===== src/rtl/recirc_pkg.sv =====
package recirc_pkg;

  // Strobes from control to datapath, valid for one cycle
  typedef struct packed {
    logic tick;   // slot boundary: the port moves to the next slot
    logic take;   // read the cursor slot and move the cursor on
    logic write;  // replace the cursor slot's character
  } slotStrobe_t;

endpackage


===== src/rtl/recirc_ctrl.sv =====
module recirc_ctrl
  import recirc_pkg::*;
#(
  parameter int SLOT_CYCLES = 4,
  parameter int MAX_RUN     = 2
) (
  input  logic        clk,
  input  logic        rst,
  input  logic        reqIn,
  input  logic        wrStb,
  input  logic        curHere,
  output slotStrobe_t strb
);

  localparam int RUN_W = $clog2(MAX_RUN + 1);

  logic             slotTick;
  logic [RUN_W-1:0] runCnt;

  // Slot timer: one boundary every SLOT_CYCLES cycles
  generate
    if (SLOT_CYCLES > 1) begin : g_div
      localparam int DIV_W = $clog2(SLOT_CYCLES);
      logic [DIV_W-1:0] divCnt;
      always_ff @(posedge clk) begin
        if (rst) begin
          divCnt <= '0;
        end else if (divCnt == DIV_W'(SLOT_CYCLES - 1)) begin
          divCnt <= '0;
        end else begin
          divCnt <= divCnt + 1'b1;
        end
      end
      assign slotTick = (divCnt == DIV_W'(SLOT_CYCLES - 1));
    end else begin : g_nodiv
      assign slotTick = 1'b1;
    end
  endgenerate

  // If both are asked for, the write wins and the read waits a full pass
  always_comb begin
    strb.tick  = slotTick;
    strb.write = slotTick && curHere && wrStb;
    strb.take  = slotTick && curHere && !wrStb && reqIn &&
                 (runCnt < RUN_W'(MAX_RUN));
  end

  // Length of the current run; any boundary without a take ends it
  always_ff @(posedge clk) begin
    if (rst) begin
      runCnt <= '0;
    end else if (slotTick) begin
      runCnt <= strb.take ? runCnt + 1'b1 : '0;
    end
  end

endmodule


===== src/rtl/recirc_datapath.sv =====
module recirc_datapath
  import recirc_pkg::*;
#(
  parameter int NUM_SLOTS = 16,
  parameter int CHAR_W    = 7
) (
  input  logic                         clk,
  input  logic                         rst,
  input  slotStrobe_t                  strb,
  input  logic [CHAR_W-1:0]            wrData,
  output logic                         charValid,
  output logic [CHAR_W-1:0]            charOut,
  output logic [$clog2(NUM_SLOTS)-1:0] cursorPos,
  output logic                         curHere
);

  localparam int PTR_W = $clog2(NUM_SLOTS);

  function automatic logic [PTR_W-1:0] nextIdx(input logic [PTR_W-1:0] idx);
    return (idx == PTR_W'(NUM_SLOTS - 1)) ? '0 : idx + 1'b1;
  endfunction

  logic [CHAR_W-1:0] slotMem [NUM_SLOTS];
  logic [PTR_W-1:0]  portIdx;
  logic [PTR_W-1:0]  cursorIdx;

  // The store is kept as a ring addressed by where the port is, which
  // behaves the same as shifting every slot each boundary
  always_ff @(posedge clk) begin
    if (rst) begin
      for (int i = 0; i < NUM_SLOTS; i++) slotMem[i] <= '0;
    end else if (strb.write) begin
      slotMem[cursorIdx] <= wrData;
    end
  end

  always_ff @(posedge clk) begin
    if (rst) begin
      portIdx   <= '0;
      cursorIdx <= '0;
      charValid <= 1'b0;
      charOut   <= '0;
    end else begin
      charValid <= strb.take;
      if (strb.tick) portIdx <= nextIdx(portIdx);
      if (strb.take) begin
        charOut   <= slotMem[cursorIdx];
        cursorIdx <= nextIdx(cursorIdx);
      end
    end
  end

  assign curHere   = (portIdx == cursorIdx);
  assign cursorPos = cursorIdx;

endmodule


===== src/rtl/recirc_cursor_mem.sv =====
module recirc_cursor_mem
  import recirc_pkg::*;
#(
  parameter int NUM_SLOTS   = 16,
  parameter int CHAR_W      = 7,
  parameter int SLOT_CYCLES = 4
) (
  input  logic                         clk,
  input  logic                         rst,
  input  logic                         reqIn,
  input  logic                         wrStb,
  input  logic [CHAR_W-1:0]            wrData,
  output logic                         charValid,
  output logic [CHAR_W-1:0]            charOut,
  output logic [$clog2(NUM_SLOTS)-1:0] cursorPos,
  output logic                         curHere
);

  slotStrobe_t strb;

  recirc_ctrl #(
    .SLOT_CYCLES(SLOT_CYCLES),
    .MAX_RUN    (2)
  ) u_ctrl (
    .clk    (clk),
    .rst    (rst),
    .reqIn  (reqIn),
    .wrStb  (wrStb),
    .curHere(curHere),
    .strb   (strb)
  );

  recirc_datapath #(
    .NUM_SLOTS(NUM_SLOTS),
    .CHAR_W   (CHAR_W)
  ) u_dp (
    .clk      (clk),
    .rst      (rst),
    .strb     (strb),
    .wrData   (wrData),
    .charValid(charValid),
    .charOut  (charOut),
    .cursorPos(cursorPos),
    .curHere  (curHere)
  );

endmodule


===== config.mk =====
export PLATFORM = sky130hd
export DESIGN_NAME = recirc_cursor_mem
export DESIGN_NICKNAME = d
export VERILOG_FILES = /design/src/rtl/recirc_pkg.sv /design/src/rtl/recirc_ctrl.sv /design/src/rtl/recirc_datapath.sv /design/src/rtl/recirc_cursor_mem.sv
export SDC_FILE = /design/constraint.sdc
export NUM_CORES = 1
export LEC_CHECK = 0
export BUFFER_PORTS_ARGS = -buffer_cell sky130_fd_sc_hd__buf_4
export CAP_MARGIN = 20
export CORE_MARGIN = 4
export CORE_UTILIZATION = 40
export CTS_CLUSTER_SIZE = 16
export DETAILED_ROUTE_END_ITERATION = 7
export HOLD_SLACK_MARGIN = 0.15
export MAX_ROUTING_LAYER = met4
export SLEW_MARGIN = 0
export SYNTH_ARGS = -nofsm -noshare
export SYNTH_HDL_FRONTEND = slang
export SYNTH_SLANG_ARGS = --single-unit

===== constraint.sdc =====
create_clock -name clk -period 2.7 [get_ports clk]
set_input_delay 0.81 -clock clk [delete_from_list [all_inputs] [get_ports clk]]
set_output_delay 0.81 -clock clk [all_outputs]
set_load 0.1 [all_outputs]

* After elaboration in Yosys (flattened, before gate mapping)
Memories as Yosys holds them, arrays and structs flattened. A register that Yosys moved wholly into a read port is not among the register bits.
Index checks and enable logic that the tools add are counted.
** Storage, ports and cells
- Bits in registers :: 13
- RAM bits :: 112
- Output and inout bits :: 13
- Word-level logic and storage cells :: 34
- Memories kept :: 1
** Memories
- u_dp.slotMem :: depth 16, width 7, rd ports 1, clocked after memory_dff 1, write ports 16, line recirc_datapath.sv:23 : logic [CHAR_W-1:0] slotMem [NUM_SLOTS];
** Operators by class
- Add/subtract/negate cells :: 4
- Order comparisons :: 1
- Eq/ne operators :: 4
- Mux-type cells :: 11
- Reductions and logical operators :: 8
** Operators with widths (count)
- 2-to-1 mux 4 bit :: 3
- adder 4 x 1 -> 4 bit, second input constant :: 2
- equality test 4 bit, second input constant :: 2
- 2-to-1 mux 7 bit :: 1
- OR reduction 7 bit :: 1
- 2-to-1 mux 1 bit :: 6
- logical AND 1 bit :: 5
- adder 2 x 1 -> 2 bit, second input constant :: 2
- equality test 4 bit :: 1
- equality test 2 bit, second input constant :: 1
- < comparator 2 bit, second input constant :: 1
- 2-to-1 mux 2 bit :: 1
- OR reduction 2 bit :: 1
- zero test 1 bit :: 1

* Longest topological paths before layout
Gate-level depths: netlist of the first run.
- Depth after elaboration :: 8
- Depth in mapped cells :: 7
- Mapped depth without buffers :: 5

* By module
From an unflattened synthesis of the first run, not the netlist that was laid out.
** Unflattened totals
- Cell total of the unflattened synthesis :: 475
- Area total of the unflattened synthesis :: 6218.5 sq um
** By module, submodules not included
- recirc_datapath :: times used 1, cells each 458, area an instance 6042.0 sq um, sequential area each 3683.5 sq um
- recirc_ctrl :: times used 1, cells each 17, area an instance 176.4 sq um, sequential area each 80.1 sq um

* Least setup slack after synthesis of the first run
Ideal clock, no wire load.
- Path kind :: register to output
- Start point :: register u_dp.cursorIdx[3] (netlist: u_dp.cursorPos[3])
- End point :: output curHere
- Data arrival time :: 2.519 ns
- Data required time :: 1.890 ns
- Setup slack :: -0.629 ns
- Stages on the path, launching flop included :: 6
- Cells stage by stage :: dfxtp_1 > buf_2 > xnor2_1 > and2_1 > clkbuf_1 > and3_1
** Between the ends
- Word-level cells in the longest chain between the ends :: 1
** RTL lines
- from (decl) :: line recirc_datapath.sv:25 : logic [PTR_W-1:0] cursorIdx;
- from (signal assigned) :: line recirc_datapath.sv:48 : cursorIdx <= nextIdx(cursorIdx);
- equality test 4 bit :: line recirc_datapath.sv:53 : assign curHere = (portIdx == cursorIdx);
- to (decl) :: line recirc_cursor_mem.sv:16 : output logic curHere
Every way passes these cells.

* Worst setup path in the final report of the first run
- Start point :: register u_dp.cursorIdx[2] (netlist: u_dp.cursorPos[2])
- End point :: output curHere
Same word-level chain as after synthesis.

==> results of run 1 <==
## final cells by class
cell class / count / area, µm² / area share (%)
clock buffers: 23 / 531.8 / 7.205
repair buffers: 48 / 372.9 / 5.052
flip-flops and latches: 132 / 3769 / 51.06
inverters: 5 / 18.77 / 0.2543
well taps: 211 / 264.0 / 3.577
multi-input cells: 279 / 2364 / 32.02
clock inverters: 9 / 61.31 / 0.8306
## logic make-up (layout without fill, tap and decap cells)
logic type	Yosys count	count (layout)
AOI/OAI and AO/OA	47	47
adders and majority gates	6	6
xor gates and xnor gates	5	5
and+or+nand+nor	191	191
DFF	132	132
buffers and inverters	37	85
muxes	30	30
## worst max-delay path: stages, from the launching register on
cell	delay (ns)
dfxtp_2	0.48
xnor2_1	0.17
and2_2	0.25
and3_4	0.19
buf_4	0.28
## cells in the final DEF (no fill, tap or decap), types with 2 or more instances in the layout
cell type    n
nor4_1       2
dfxtp_1     16
a22o_1      14
clkbuf_8     2
o311ai_0     7
clkinv_4     2
mux4_2      28
inv_1        5
clkinv_2     3
nor2b_1      4
and2_1     114
nor4_4       5
o31ai_1      2
buf_4       47
or2_2       13
dfxtp_2      4
ha_1         6
xnor2_2      2
nand4_1      6
xnor2_1      2
clkbuf_16   20
edfxtp_1   112
nor2_1      18
nor4_2       6
nand2_1     11
o21ai_0     12
nand2b_1     2
inv_4        2
a21oi_1      9
## sequential cells by signal, indices dropped and copies added, names as in the netlist
signal and cells:
u_ctrl.runCnt 2, u_dp.charOut 7, u_ctrl.g_div.divCnt 2, u_dp.charValid 1
u_dp.portIdx 4, u_dp.slotMem 112, u_dp.cursorPos 4
## power by group
| group | switching, mW | internal [mW] | total (mW) |
|---|---|---|---|
| Clock | 0.875 | 1.39 | 2.26 |
| Sequential | 0.0263 | 2.27 | 2.30 |
| Combinational | 0.150 | 0.0805 | 0.231 |
| Total | 1.05 | 3.74 | 4.79 |
## layer usage
layer	GRT usage [%]	wire [µm]	share of wire, %	vias up
li1	-	-	-	1735
met1	23.25	6506	46	1871
met2	25.87	6748	47	99
met3	4.721	645	4.5	30
met4	6.286	316	2.2	0
met5	-	0	0	-
## worst paths after layout
check / to / startpoint
min reg2reg: u_ctrl.g_div.divCnt[0]$_SDFF_PP0_ / u_ctrl.g_div.divCnt[0]$_SDFF_PP0_
min: u_ctrl.g_div.divCnt[0]$_SDFF_PP0_ / u_ctrl.g_div.divCnt[0]$_SDFF_PP0_
max reg2reg: u_dp.slotMem[12][4]$_SDFFCE_PN0P_ / u_dp.portIdx[1]$_SDFFE_PP0N_
max: curHere / u_dp.cursorPos[2]$_SDFFE_PP0P_
## stage by stage
stage          worst slack [ns]  total power [mW]  area (µm²)  hold slack (ns)
6_report                 0.1020             4.794        7381           0.4304
5_1_grt                0.007624             4.961        7381           0.4587
4_1_cts                 0.01497             4.837        7380           0.4397
3_5_place_dp             0.2908             2.575        6787           0.4310
3_3_place_gp             0.3337             2.569        6787           0.4147
2_1_floorplan            0.1105             2.480        6294           0.4043
## what timing repair did
item,in CTS,in global routing
resized for setup,0,1
buffers inserted,0,0
hold buffers,0,0
endpoints found under the setup margin,0,1
==> flow_summary_export.csv, run 1 <==
group,metric,value,unit
timing,max_freq,384.9,MHz
layout,fillers,1345,
worst_setup_path,crit_type,"flip-flop to primary output",
floorplan,pin_count,24,
place,post-place-cells,675,
timing,drv_slew,0,
run,drv_cap,0,
min_path,hold_depth,1,
synth,netlist_instances,448,
place,gp_congestion,0.8258,
synth,synth-adder-area-share,1.195,%
route,final_antenna_net_count,0,
floorplan,core,0.01531,mm²
route,wl_per_cell,20.11,µm
layout,final_layout_size_suffix_gt1_share,28.43,%
synth,synth_top_area_cell,"edfxtp_1",
worst_setup_path,critPathLaunchType,"flip-flop",
floorplan,start_util,41.03,%
synth,yosysWarnings,0,
route,via_per_inst,5.283,
synth,postSynthAreaPerCell,14.03,µm²
grt,grt_antenna_before_repair,0,
floorplan,die_area,0.01778,mm²
synth,synth_compound_area_share,5.237,%
route,vias,3735,
synth,synth-edff-count,112,
synth,ys_seq_area_share,59.90,%
layout,instances_no_fill,707,
timing,fin_skew,0.008912,ns
synth,yosysMostFrequentCell,"and2_1",
layout,insertedDiodeCount,0,
cts,htreeDepth,4,
synth,synthSimpleGateAreaFrac,19.77,%
place,dp_hpwl,9584,µm
power,worst_ir_drop_vdd,0.4290,mV
synth,synthMuxAreaShare,10.37,%
timing,worst_pin_slew,0.5555,ns
grt,grt_pass1_wl,22350,µm
worst_setup_path,cp_max_fo,13,
synth,syn_area,0.006284,mm²
layout,finish.net_count,500,
worst_setup_path,worstRegToRegCells,4,
place,io_buffers,23,
timing,rsz0062_at_grt,"false",
synth,synthDistinctLibCells,41,
cts,cts_inserted_buffers,17,
synth,syn_nets,465,
timing,finalCriticalPeriod,2.598,ns
synth,synthArstFlopShare,0,%
route,dr.pass1.iters,4,
synth,ys.flop_type,"edfxtp_1",
cts,cts_buffer_depth,2,
synth,ys_ff_latch,132,
route,totalWireLength,14220,µm
timing,fin_crit_sh,96.22,%
worst_setup_path,required,1.89,ns
timing,finalSetupViolCount,0,
route,drt_iter0_markers,257,
synth,yosys.area.top_type_share,53.52,%
floorplan,die_h,133.3,µm
worst_setup_path,ff2ff_setup_slack,0.39,ns
route,drc,0,
min_path,hp-class,"flip-flop to flip-flop",
power,leakagePower,2.634,nW
floorplan,die_w,133.3,µm
synth,synth_top_family_by_area,"simple AND/OR/NAND/NOR gates",
timing,hold_viol,0,
synth,synthTopCellsByCount,"and2_1 (115), edfxtp_1 (112), mux4_2 (28), clkbuf_1 (20), dfxtp_1 (20)",
layout,utilization,48.19,%
cts,cts_tree,"done",
grt,grt_overflow,0,
grt,grt_use_total,17.45,%
cts,clock_latency,0.42,ns
cts,numClockSinks,132,
timing,timing.slew.headroom,62.83,%
power,powerDensity,649.5,mW/mm²
cts,cts_root_buffer,"clkbuf_16",
grt,grt_pass1_vias,3790,
worst_setup_path,end_kind,"primary output",
synth,synth-xor-area-share,0.9359,%
timing,finalSetupTns,0,ns
floorplan,rows,45,
worst_setup_path,worst_ep_arrival_time,1.79,ns
status,status,"completed",
synth,yosys-top-cells-area,"edfxtp_1 (54%), and2_1 (11%), mux4_2 (10%)",
layout,syn2layout_area_growth,17.46,%
grt,grt_max_degree,37,
cts,cts.clk_slew.worst_paths,0.06,ns
No activity file was read; power rests on OpenSTA's default activity.
==> run 2, diff against run 1 <==
PLACE_DENSITY = 0.67   (was unset)
==> run 2 against run 1 <==
  * Register-to-register slack improved by 0.10 ns
  * Clock power grew 9.3%
  * Non-clock buffer count down 2
  * Worst setup slack better by 0.0097 ns
  * Via count grew 0.83%
  * Count of clock-buffer cells in the layout up 1
  * Final cell count down 0.28%
  * Critical endpoint unchanged
==> flow_summary_export.csv, run 2 (synthesis results as in run 1) <==
group,metric,value,unit
floorplan,start_util,41.03,%
timing,worst_pin_slew,0.5452,ns
timing,rsz0062_at_grt,"false",
grt,grt_pass1_wl,22410,µm
grt,grt_use_total,17.46,%
route,drc,0,
worst_setup_path,end_kind,"primary output",
cts,cts_tree,"done",
cts,cts_root_buffer,"clkbuf_16",
cts,cts_setup_buffers,0,
timing,fin_crit_sh,95.86,%
cts,cts_buffer_depth,2,
cts,cts.clk_slew.worst_paths,0.06,ns
route,dr.pass1.iters,5,
worst_setup_path,crit_type,"flip-flop to primary output",
floorplan,die_h,133.3,µm
floorplan,pin_count,24,
route,wl_per_cell,20.14,µm
layout,utilization,48.41,%
layout,final_layout_size_suffix_gt1_share,28.34,%
route,vias,3766,
worst_setup_path,cp_max_fo,11,
timing,finalCriticalPeriod,2.588,ns
timing,finalSetupTns,0,ns
route,final_antenna_net_count,0,
cts,numClockSinks,132,
run,drv_cap,0,
layout,insertedDiodeCount,0,
grt,grt_pass1_vias,3871,
floorplan,rows,45,
power,powerDensity,674.3,mW/mm²
grt,grt_max_degree,27,
floorplan,die_area,0.01778,mm²
min_path,hp-class,"flip-flop to flip-flop",
layout,finish.net_count,498,
power,worst_ir_drop_vdd,0.4147,mV
timing,finalSetupViolCount,0,
place,gp_congestion,0.8664,
worst_setup_path,critPathLaunchType,"flip-flop",
timing,hold_slack,0.4256,ns
timing,fin_skew,0.009187,ns
worst_setup_path,worst_ep_arrival_time,1.78,ns
power,leakagePower,2.651,nW
cts,htreeDepth,4,
layout,reg.largest.list,"u_dp.slotMem (112), u_dp.charOut (7)",
grt,grt_antenna_before_repair,0,
worst_setup_path,ff2ff_setup_slack,0.49,ns
timing,drv_slew,0,
status,status,"completed",
timing,hold_viol,0,
layout,layout_common_cells,"and2_1 (114), edfxtp_1 (112), buf_4 (46)",
layout,syn2layout_area_growth,17.98,%
cts,clock_latency,0.42,ns
route,drt_iter0_markers,247,
route,totalWireLength,14200,µm
layout,final_common_cell,"and2_1",
route,via_per_inst,5.342,
layout,regMostFlops,"u_dp.slotMem",
timing,timing.slew.headroom,63.52,%
place,io_buffers,23,
layout,largest_reg_flops,112,
place,dp_hpwl,9716,µm
worst_setup_path,required,1.89,ns
grt,grt_overflow,0,
timing,max_freq,386.4,MHz
floorplan,die_w,133.3,µm
cts,cts_hold_buf,0,
floorplan,core,0.01531,mm²
cts,cts_inserted_buffers,17,
==> run 2: report_power, final <==
part	leakage (nW)	internal [mW]	switching, mW
sequential	1.31	2.27	0.0286
combinational	1.02	0.0779	0.150
clock	0.324	1.60	0.870
total	2.65	3.95	1.05
==> run 2: worst max-delay path: stages, from the launching register on <==
cell	delay [ns]
dfxtp_2	0.47
xnor2_1	0.17
and2_2	0.24
and3_4	0.19
buf_4	0.28
==> run 2: through the flow <==
stage | instance area (µm²) | std cells | power, mW | worst slack, ns
2_1_floorplan | 6294 | 448 | 2.480 | 0.1105
4_1_cts | 7410 | 705 | 5.033 | 0.002327
3_3_place_gp | 6759 | 673 | 2.565 | 0.2792
3_5_place_dp | 6759 | 673 | 2.573 | 0.1988
6_report | 7413 | 705 | 4.999 | 0.1117
5_1_grt | 7413 | 705 | 5.159 | 0.03142
==> run 2: final cells by class <==
cell class,instances,area (µm²)
repair buffers,46,345.3
well taps,211,264.0
flip-flops and latches,132,3771
inverters,5,18.77
clock buffers,24,544.3
fillers,1320,7901
clock inverters,8,106.4
multi-input cells,279,2364
==> run 2: final timing paths <==
kind | startpoint | end | depth (start not counted)
setup / recovery | u_dp.cursorPos[3]$_SDFFE_PP0P_ | curHere | 4
hold / removal | u_ctrl.g_div.divCnt[0]$_SDFF_PP0_ | u_ctrl.g_div.divCnt[0]$_SDFF_PP0_ | 1
setup reg to reg | u_dp.cursorPos[1]$_SDFFE_PP0P_ | u_dp.slotMem[6][3]$_SDFFCE_PN0P_ | 5
hold reg to reg | u_ctrl.g_div.divCnt[0]$_SDFF_PP0_ | u_ctrl.g_div.divCnt[0]$_SDFF_PP0_ | 1
==> run 2: routing by layer <==
layer / up-vias / share of wire [%] / GRT usage (%)
li1: 1735 / - / -
met5: - / 0 / -
met2: 108 / 49 / 27.20
met4: 0 / 1.7 / 5.943
met3: 19 / 4.9 / 4.721
met1: 1904 / 44 / 22.27
==> run 2: timing repair <==
action | CTS | global route
endpoints found under the hold margin | 0 | 0
gates resized for setup | 0 | 2
setup endpoints to repair | 0 | 1
